`config.mk`:
```
export PLATFORM = sky130hd
export DESIGN_NAME = mesi_cache_ctrl
export DESIGN_NICKNAME = d
export VERILOG_FILES = /design/src/rtl/mesi_pkg.sv /design/src/rtl/mesi_line_store.sv /design/src/rtl/mesi_snoop.sv /design/src/rtl/mesi_cache_ctrl.sv
export SDC_FILE = /design/constraint.sdc
export NUM_CORES = 1
export LEC_CHECK = 0
export CORE_MARGIN = 2
export CORE_UTILIZATION = 55
export CTS_BUF_LIST = sky130_fd_sc_hd__clkbuf_16
export DETAILED_ROUTE_END_ITERATION = 16
export PLACE_DENSITY = 0.8
export SLEW_MARGIN = 15
export SYNTH_ARGS = -nofsm -noshare
export SYNTH_HDL_FRONTEND = slang
export SYNTH_SLANG_ARGS = --single-unit
```
`constraint.sdc`:
```
create_clock -name clk -period 5.5 [get_ports clk]
set_clock_uncertainty 0.05 [all_clocks]
set_input_delay 1.1 -clock clk [delete_from_list [all_inputs] [get_ports clk]]
set_output_delay 1.1 -clock clk [all_outputs]
set_load 0.005 [all_outputs]
```
`src/rtl/mesi_pkg.sv`:
```
package mesi_pkg;
  typedef enum logic [1:0] {ST_I = 2'd0, ST_S = 2'd1, ST_E = 2'd2, ST_M = 2'd3} line_st_t;
  typedef enum logic [1:0] {BUS_RD = 2'd0, BUS_RFO = 2'd1, BUS_UPG = 2'd2, BUS_WB = 2'd3} bus_cmd_t;
  typedef enum logic [1:0] {OP_RD = 2'd0, OP_WR = 2'd1, OP_RMW = 2'd2} cpu_op_t;
endpackage

```
`src/rtl/mesi_line_store.sv`:
```
module mesi_line_store import mesi_pkg::*; #(
  parameter int NLINES = 4,
  parameter int TAG_W  = 6,
  parameter int LINE_W = 32,
  localparam int IDX_W = $clog2(NLINES)
)(
  input  logic              clk,
  input  logic              rst_n,
  input  logic [IDX_W-1:0]  c_idx,
  input  logic              c_st_we,
  input  logic [1:0]        c_st_new,
  input  logic              c_tag_we,
  input  logic [TAG_W-1:0]  c_tag_new,
  input  logic              c_line_we,
  input  logic [LINE_W-1:0] c_line_new,
  input  logic [IDX_W-1:0]  s_idx,
  input  logic              s_we,
  input  logic [1:0]        s_st_new,
  output logic [1:0]        c_st,
  output logic [TAG_W-1:0]  c_tag,
  output logic [LINE_W-1:0] c_line,
  output logic [1:0]        s_st,
  output logic [TAG_W-1:0]  s_tag,
  output logic [LINE_W-1:0] s_line
);
  logic [1:0]        st_q   [NLINES];
  logic [TAG_W-1:0]  tag_q  [NLINES];
  logic [LINE_W-1:0] line_q [NLINES];

  // processor-side port wins over a snoop update to the same index
  always_ff @(posedge clk) begin
    for (int i = 0; i < NLINES; i++) begin
      if (!rst_n) st_q[i] <= ST_I;
      else if (c_st_we && c_idx == IDX_W'(i)) st_q[i] <= c_st_new;
      else if (s_we && s_idx == IDX_W'(i)) st_q[i] <= s_st_new;
      if (c_tag_we && c_idx == IDX_W'(i)) tag_q[i] <= c_tag_new;
      if (c_line_we && c_idx == IDX_W'(i)) line_q[i] <= c_line_new;
    end
  end

  assign c_st   = st_q[c_idx];
  assign c_tag  = tag_q[c_idx];
  assign c_line = line_q[c_idx];
  assign s_st   = st_q[s_idx];
  assign s_tag  = tag_q[s_idx];
  assign s_line = line_q[s_idx];
endmodule

```
`src/rtl/mesi_snoop.sv`:
```
module mesi_snoop import mesi_pkg::*; #(
  parameter int TAG_W  = 6,
  parameter int LINE_W = 32
)(
  input  logic              snp_valid,
  input  logic [1:0]        snp_cmd,
  input  logic [TAG_W-1:0]  snp_tag,
  input  logic [1:0]        line_st,
  input  logic [TAG_W-1:0]  line_tag,
  input  logic [LINE_W-1:0] line_data,
  input  logic              locked,
  output logic              retry,
  output logic              shared,
  output logic              wb_valid,
  output logic [LINE_W-1:0] wb_data,
  output logic              upd_we,
  output logic [1:0]        upd_st
);
  logic hit;
  assign hit     = snp_valid && line_st != ST_I && line_tag == snp_tag;
  assign wb_data = line_data;

  always_comb begin
    retry    = 1'b0;
    shared   = 1'b0;
    wb_valid = 1'b0;
    upd_we   = 1'b0;
    upd_st   = line_st;
    if (hit) begin
      if (locked) begin
        retry = 1'b1;
      end else begin
        case (snp_cmd)
          BUS_RD: begin
            shared   = 1'b1;
            wb_valid = (line_st == ST_M);
            upd_we   = (line_st != ST_S);
            upd_st   = ST_S;
          end
          BUS_RFO, BUS_UPG: begin
            wb_valid = (line_st == ST_M);
            upd_we   = 1'b1;
            upd_st   = ST_I;
          end
          default: ;
        endcase
      end
    end
  end
endmodule

```
`src/rtl/mesi_cache_ctrl.sv`:
```
module mesi_cache_ctrl import mesi_pkg::*; #(
  parameter int ADDR_W = 8,
  parameter int NLINES = 4,
  parameter int WORD_W = 16,
  parameter int WORDS  = 2,
  localparam int IDX_W  = $clog2(NLINES),
  localparam int TAG_W  = ADDR_W - IDX_W,
  localparam int OFF_W  = $clog2(WORDS),
  localparam int LINE_W = WORD_W * WORDS
)(
  input  logic                    clk,
  input  logic                    rst_n,
  input  logic                    cpu_req_valid,
  output logic                    cpu_req_ready,
  input  logic [1:0]              cpu_req_op,
  input  logic [ADDR_W+OFF_W-1:0] cpu_req_addr,
  input  logic [WORD_W-1:0]       cpu_req_wdata,
  output logic                    cpu_rsp_valid,
  output logic [WORD_W-1:0]       cpu_rsp_data,
  output logic                    bus_req_valid,
  input  logic                    bus_req_ready,
  output logic [1:0]              bus_req_cmd,
  output logic [ADDR_W-1:0]       bus_req_addr,
  output logic [LINE_W-1:0]       bus_req_data,
  input  logic                    bus_fill_valid,
  input  logic [LINE_W-1:0]       bus_fill_data,
  input  logic                    bus_fill_shared,
  input  logic                    snp_valid,
  input  logic [1:0]              snp_cmd,
  input  logic [ADDR_W-1:0]       snp_addr,
  output logic                    snp_retry,
  output logic                    snp_shared,
  output logic                    snp_wb_valid,
  output logic [LINE_W-1:0]       snp_wb_data
);
  typedef enum logic [2:0] {S_IDLE, S_EXEC, S_WB, S_BUSREQ, S_FILL, S_LOCK} fsm_t;

  fsm_t              st_q, nxt;
  logic [1:0]        op_q, cmd_q, cmd_new;
  logic [ADDR_W-1:0] line_q;
  logic [OFF_W-1:0]  word_q;
  logic [WORD_W-1:0] wdata_q, old_q, rsp_data_q, rsp_val, cur_word, wr_word;
  logic              rsp_valid_q, rsp_set, old_ld, cmd_ld;

  logic [IDX_W-1:0]  idx, snp_idx;
  logic [TAG_W-1:0]  tag, snp_tag;
  assign idx     = line_q[IDX_W-1:0];
  assign tag     = line_q[ADDR_W-1:IDX_W];
  assign snp_idx = snp_addr[IDX_W-1:0];
  assign snp_tag = snp_addr[ADDR_W-1:IDX_W];

  logic              st_we, tag_we, line_we, snp_we;
  logic [1:0]        st_new, snp_st_new;
  logic [LINE_W-1:0] line_new, wr_line;
  logic [1:0]        c_st, s_st;
  logic [TAG_W-1:0]  c_tag, s_tag;
  logic [LINE_W-1:0] c_line, s_line;

  mesi_line_store #(.NLINES(NLINES), .TAG_W(TAG_W), .LINE_W(LINE_W)) i_store (
    .clk, .rst_n, .c_idx(idx), .c_st_we(st_we), .c_st_new(st_new),
    .c_tag_we(tag_we), .c_tag_new(tag), .c_line_we(line_we), .c_line_new(line_new),
    .s_idx(snp_idx), .s_we(snp_we), .s_st_new(snp_st_new),
    .c_st, .c_tag, .c_line, .s_st, .s_tag, .s_line);

  logic hit, own, lock_active, snp_conf;
  assign hit         = c_st != ST_I && c_tag == tag;
  assign own         = hit && (c_st == ST_E || c_st == ST_M);
  assign lock_active = (st_q == S_EXEC && op_q == OP_RMW && own) || st_q == S_LOCK;
  assign snp_conf    = snp_we && snp_idx == idx;

  mesi_snoop #(.TAG_W(TAG_W), .LINE_W(LINE_W)) i_snoop (
    .snp_valid, .snp_cmd, .snp_tag, .line_st(s_st), .line_tag(s_tag), .line_data(s_line),
    .locked(lock_active && snp_idx == idx), .retry(snp_retry), .shared(snp_shared),
    .wb_valid(snp_wb_valid), .wb_data(snp_wb_data), .upd_we(snp_we), .upd_st(snp_st_new));

  assign cur_word = c_line[word_q*WORD_W +: WORD_W];
  assign wr_word  = (op_q == OP_RMW) ? old_q + wdata_q : wdata_q;
  always_comb begin
    wr_line = c_line;
    wr_line[word_q*WORD_W +: WORD_W] = wr_word;
  end

  always_comb begin
    nxt = st_q; st_we = 1'b0; st_new = c_st; tag_we = 1'b0;
    line_we = 1'b0; line_new = wr_line; rsp_set = 1'b0; rsp_val = wdata_q;
    old_ld = 1'b0; cmd_ld = 1'b0; cmd_new = cmd_q; bus_req_valid = 1'b0;
    case (st_q)
      S_IDLE: if (cpu_req_valid) nxt = S_EXEC;
      S_EXEC: begin
        if (op_q == OP_RD && hit) begin
          rsp_set = 1'b1; rsp_val = cur_word; nxt = S_IDLE;
        end else if (op_q == OP_WR && own) begin
          if (!snp_conf) begin
            st_we = 1'b1; st_new = ST_M; line_we = 1'b1; rsp_set = 1'b1; nxt = S_IDLE;
          end
        end else if (op_q == OP_RMW && own) begin
          old_ld = 1'b1; nxt = S_LOCK;
        end else begin
          cmd_ld = 1'b1;
          cmd_new = (op_q == OP_RD) ? BUS_RD : BUS_RFO;
          if (c_st == ST_M && c_tag != tag) nxt = S_WB;
          else begin
            if (hit) cmd_new = BUS_UPG;
            nxt = S_BUSREQ;
          end
        end
      end
      S_WB: begin
        if (c_st == ST_M && c_tag != tag) begin
          bus_req_valid = 1'b1;
          if (bus_req_ready) begin
            st_we = 1'b1; st_new = ST_I; nxt = S_BUSREQ;
          end
        end else nxt = S_BUSREQ;
      end
      S_BUSREQ: begin
        if (cmd_q == BUS_UPG && !hit) nxt = S_EXEC;
        else begin
          bus_req_valid = 1'b1;
          if (bus_req_ready) begin
            if (cmd_q == BUS_UPG) begin
              st_we = 1'b1; st_new = ST_E; nxt = S_EXEC;
            end else nxt = S_FILL;
          end
        end
      end
      S_FILL: if (bus_fill_valid) begin
        st_we = 1'b1; st_new = (cmd_q == BUS_RD && bus_fill_shared) ? ST_S : ST_E;
        tag_we = 1'b1; line_we = 1'b1; line_new = bus_fill_data; nxt = S_EXEC;
      end
      S_LOCK: begin
        st_we = 1'b1; st_new = ST_M; line_we = 1'b1;
        rsp_set = 1'b1; rsp_val = old_q; nxt = S_IDLE;
      end
      default: nxt = S_IDLE;
    endcase
  end

  always_ff @(posedge clk) begin
    if (!rst_n) begin
      st_q <= S_IDLE; rsp_valid_q <= 1'b0; op_q <= OP_RD; cmd_q <= BUS_RD;
      line_q <= '0; word_q <= '0; wdata_q <= '0; old_q <= '0; rsp_data_q <= '0;
    end else begin
      st_q <= nxt;
      rsp_valid_q <= rsp_set;
      if (rsp_set) rsp_data_q <= rsp_val;
      if (st_q == S_IDLE && cpu_req_valid) begin
        op_q <= cpu_req_op; line_q <= cpu_req_addr[OFF_W +: ADDR_W];
        word_q <= cpu_req_addr[OFF_W-1:0]; wdata_q <= cpu_req_wdata;
      end
      if (cmd_ld) cmd_q <= cmd_new;
      if (old_ld) old_q <= cur_word;
    end
  end

  assign cpu_req_ready = st_q == S_IDLE;
  assign cpu_rsp_valid = rsp_valid_q;
  assign cpu_rsp_data  = rsp_data_q;
  assign bus_req_cmd   = (st_q == S_WB) ? BUS_WB : cmd_q;
  assign bus_req_addr  = (st_q == S_WB) ? {c_tag, idx} : line_q;
  assign bus_req_data  = c_line;


  ready_idle_chk: assert property (@(posedge clk) disable iff (!rst_n)
    cpu_req_ready |-> !bus_req_valid && !snp_retry);

  bus_hold_chk: assert property (@(posedge clk) disable iff (!rst_n)
    (bus_req_valid && !bus_req_ready) |=> (!bus_req_valid || $stable(bus_req_addr)));

  wr_owned_chk: assert property (@(posedge clk) disable iff (!rst_n)
    (cpu_rsp_valid && op_q != OP_RD) |-> (c_st == ST_M && c_tag == tag));

  lock_keep_chk: assert property (@(posedge clk) disable iff (!rst_n)
    lock_active |=> (c_tag == tag && (c_st == ST_E || c_st == ST_M)));

  snp_wb_drop_chk: assert property (@(posedge clk) disable iff (!rst_n)
    (snp_wb_valid && snp_idx == idx && st_q != S_IDLE) |=> c_st != ST_M);

  fill_hit_chk: assert property (@(posedge clk) disable iff (!rst_n)
    (st_q == S_FILL && bus_fill_valid) |=> hit);
endmodule

```
==> impl_metrics.toml <==
[detailed_routing]
drtPass1Iterations = 5
drt_wl_total_um = 33000
wire_per_inst_um = 22.3
viasPerCell = 6.35
drc = 0
via_count = 9380
dr.first_iter.drc_count = 776
ant_nets = 0

[timing]
worst_pin_slew_ns = 1.01
post-route-period-util_pct = 85.1
rsz0062_at_grt = "no"
maxSlewHeadroom_pct = 32.6
setup_viol = 0
fmax_mhz = 214
fin_ws_ns = 0.818
fin_setup_tns_ns = 0
hold_viol_final = 0
slew_viol_final = 0
fin_crit_ns = 4.68

[worst_setup_path]
worstSetupEndpoint = "snp_wb_valid"
path_class = "in2out"
critPathArrivalTime_ns = 3.53
regToRegSetupSlack_ns = 1.86
reg2reg_depth = 9
worstSetupEndpointType = "output pin"
worstPathMaxFanout = 17
startpoint_type = "input port"
crit_required_ns = 4.35
worstReg2RegEnd = "old_q[9]"
cp-startpoint = "snp_addr[1]"

[synthesis]
synth-edff-count = 160
yosys_warnings = 0
synth_cells = 1030
synth_ff_type = "edfxtp_1"
ys_seq_elements = 227
synth-xor-area-share_pct = 2.02
synthDistinctLibCells = 66
synth_compound_area_share_pct = 11.6
synth_mux_area_share_pct = 18.4
synth_top_family_by_area = "multiplexers"
synth-adder-area-share_pct = 2.09
synthSimpleGateAreaFrac_pct = 12.3
async_flop_share_pct = 0
syn_area_per_cell_sq_um = 11.7
syn-cell-area_sq_um = 12100
syn_nets = 1124
ys_seq_area_share_pct = 50.8

[finish]
register_area_sq_um = 6150
drive_above_1_share_pct = 13.5
antenna_cells = 0
syn_to_final_growth_pct = 22.9
fin_nets = 1273
fillers = 1534
multi_input_area_sq_um = 5630

[clocking]
htreeDepth = 1
numCtsBuffers = 24
clock_path_buffers = 3
clk_latency_ns = 0.54
cts_root_buffer = "clkbuf_16"
cts_tree = "yes"
hold_buffers = 0
cts_resized = 0
clock-sinks = 227
postCtsSetupBuffers = 0
path_clk_slew_ns = 0.06

[min_path]
hold_path_depth = 2
hold_path.class = "reg2reg"

[power]
p_per_area_nw_per_um2 = 333
internal_power_mw = 3.49
p_switching_mw = 1.46
seq_power_share_pct = 41.7
clkPwrFrac_pct = 33.7
vdd_ir_drop_max_mv = 0.252
comb_power_share_pct = 24.6
power_mw = 4.95
leakagePower_nw = 4.95
switching_share_pct = 29.4

[floorplanning]
pin_count = 172
die_x_um = 152
dieArea_sq_um = 23200
core_sq_um = 21700
initial_core_util_pct = 55.8
rows = 54
die_h_um = 152

[grt]
grt_pass1_vias = 9187
grt_pass1_wl_um = 51100
gr-usage-all-layers_pct = 28.0
overflow = 0
antenna_found_initial = 1
grt_max_degree = 54

[placed_design]
dp_hpwl_um = 22600
post-place-ws_ns = 0.808
portBuffers = 171
place.gp.congestion = 0.915

[job]
cap_violations = 0

[outcome]
status = "finished clean"
-- stage by stage --
step / instances / utilization (%) / instance area [sq um] / hold WS, ns
4_1_cts: 1477 / 68.6 / 14900 / 0.402
6_report: 1477 / 68.6 / 14900 / 0.396
5_1_grt: 1477 / 68.6 / 14900 / 0.421
2_1_floorplan: 1030 / - / 12100 / 0.395
3_5_place_dp: 1433 / 64.8 / 14000 / 0.394
3_3_place_gp: 1433 / 64.8 / 14000 / 0.387
-- layout make-up --
type	instances	share of cell area [%]
sequential	227	41.4
multi-input combinational	717	37.9
timing repair buffer	190	12.4
clock buffer	24	4.04
tap	280	2.36
clock inverter	20	1.50
inverter	19	0.480
-- registers in the layout (all words and copies together), names as in the netlist, named ones only --
name,cells
wdata_q,16
word_q,1
op_q,2
old_q,16
i_store.line_q,128
cmd_q,2
st_q,3
line_q,8
cpu_rsp_valid,1
cpu_rsp_data,16
i_store.st_q,8
i_store.tag_q,24
-- critical path, cell delays in order --
cell and delay, ns:
buf_2 0.35, mux2i_1 0.27, xnor2_1 0.08, or4_1 0.58
a21oi_1 0.16, nand2b_1 0.08, nand2b_1 0.20, nor3_1 0.19
clkdlybuf4s50_1 0.53
-- power groups by stage --
| stage | sequential (mW) | combinational, mW | clock (mW) |
|---|---|---|---|
| 5_1_grt | 2.07 | 1.31 | 1.75 |
| 4_1_cts | 2.06 | 1.21 | 1.68 |
| 3_3_place_gp | 2.09 | 1.18 | 0 |
| 3_5_place_dp | 2.09 | 1.21 | 0 |
| 2_1_floorplan | 2.04 | 0.764 | 0 |
| 6_report | 2.06 | 1.22 | 1.67 |
-- cells in the mapped netlist, types with 2 or more instances --
master    instances  area, sq um
edfxtp_1        160         4800
nand2_1         127          477
nor2_1           86          323
mux4_2           76         1710
dfxtp_1          67         1340
a21oi_1          60          300
clkbuf_1         48          180
o21ai_0          44          220
mux2i_1          43          430
a211oi_1         37          278
nand3_1          25          125
nor3_1           20          100
inv_1            18         67.6
xnor2_1          18          158
ha_1             17          213
o211ai_1         15          113
o21ai_1          15         75.1
and2_1           14         87.6
nand2b_1         11         68.8
nor2b_1          10         62.6
buf_2             9         45.0
o31ai_1           9         67.6
xor2_1            8         70.1
buf_1             7         26.3
mux2_2            7         78.8
o22ai_1           6         37.5
a21o_1            5         37.5
a31oi_1           5         31.3
and3_1            5         31.3
nand3b_1          5         37.5
or4_1             5         37.5
a22oi_1           4         30.0
a311oi_1          3         26.3
nand4_1           3         18.8
buf_6             2         22.5
maj3_1            2         20.0
nand4b_1          2         17.5
nor3b_1           2         15.0
o21a_1            2         15.0
or3_1             2         12.5
-- routing by layer --
metal	GRT usage, %	up-vias	wire, um
met5	0	-	13
met1	39.4	4532	12700
met3	5.63	63	4050
met4	6.32	2	719
met2	45.5	546	15500
li1	-	4237	-
-- cell usage in the layout (no fill, tap or decap), drive strengths merged, types with 37 or more instances in the layout --
cell type	netlist	layout
a21oi	61	61
mux2i	43	43
clkdlybuf4s50	0	169
nor2	87	87
edfxtp	160	160
nand2	127	127
mux4	76	76
o21ai	60	60
dfxtp	67	67
a211oi	37	37
-- kinds of logic (layout without fill, tap and decap cells) --
kind of cell / after synthesis / count (layout)
and+or+nand+nor: 323 / 323
DFF: 227 / 227
AOI/OAI and AO/OA: 221 / 221
muxes: 126 / 126
buffers and inverters: 86 / 253
xor gates and xnor gates: 27 / 27
adders and majority gates: 20 / 20
-- how the worst min path moves through the flow --
stage                      from  slack, ns          endpoint
3_3_place_gp    cpu_rsp_data[7]       0.39   cpu_rsp_data[7]
3_5_place_dp   cpu_rsp_data[12]       0.39  cpu_rsp_data[12]
6_report        cpu_rsp_data[7]       0.40   cpu_rsp_data[7]
2_1_floorplan  cpu_rsp_data[10]       0.39  cpu_rsp_data[10]
4_1_cts        cpu_rsp_data[12]       0.40  cpu_rsp_data[12]
5_1_grt        cpu_rsp_data[12]       0.42  cpu_rsp_data[12]
Power figures use the tool's default switching activity.
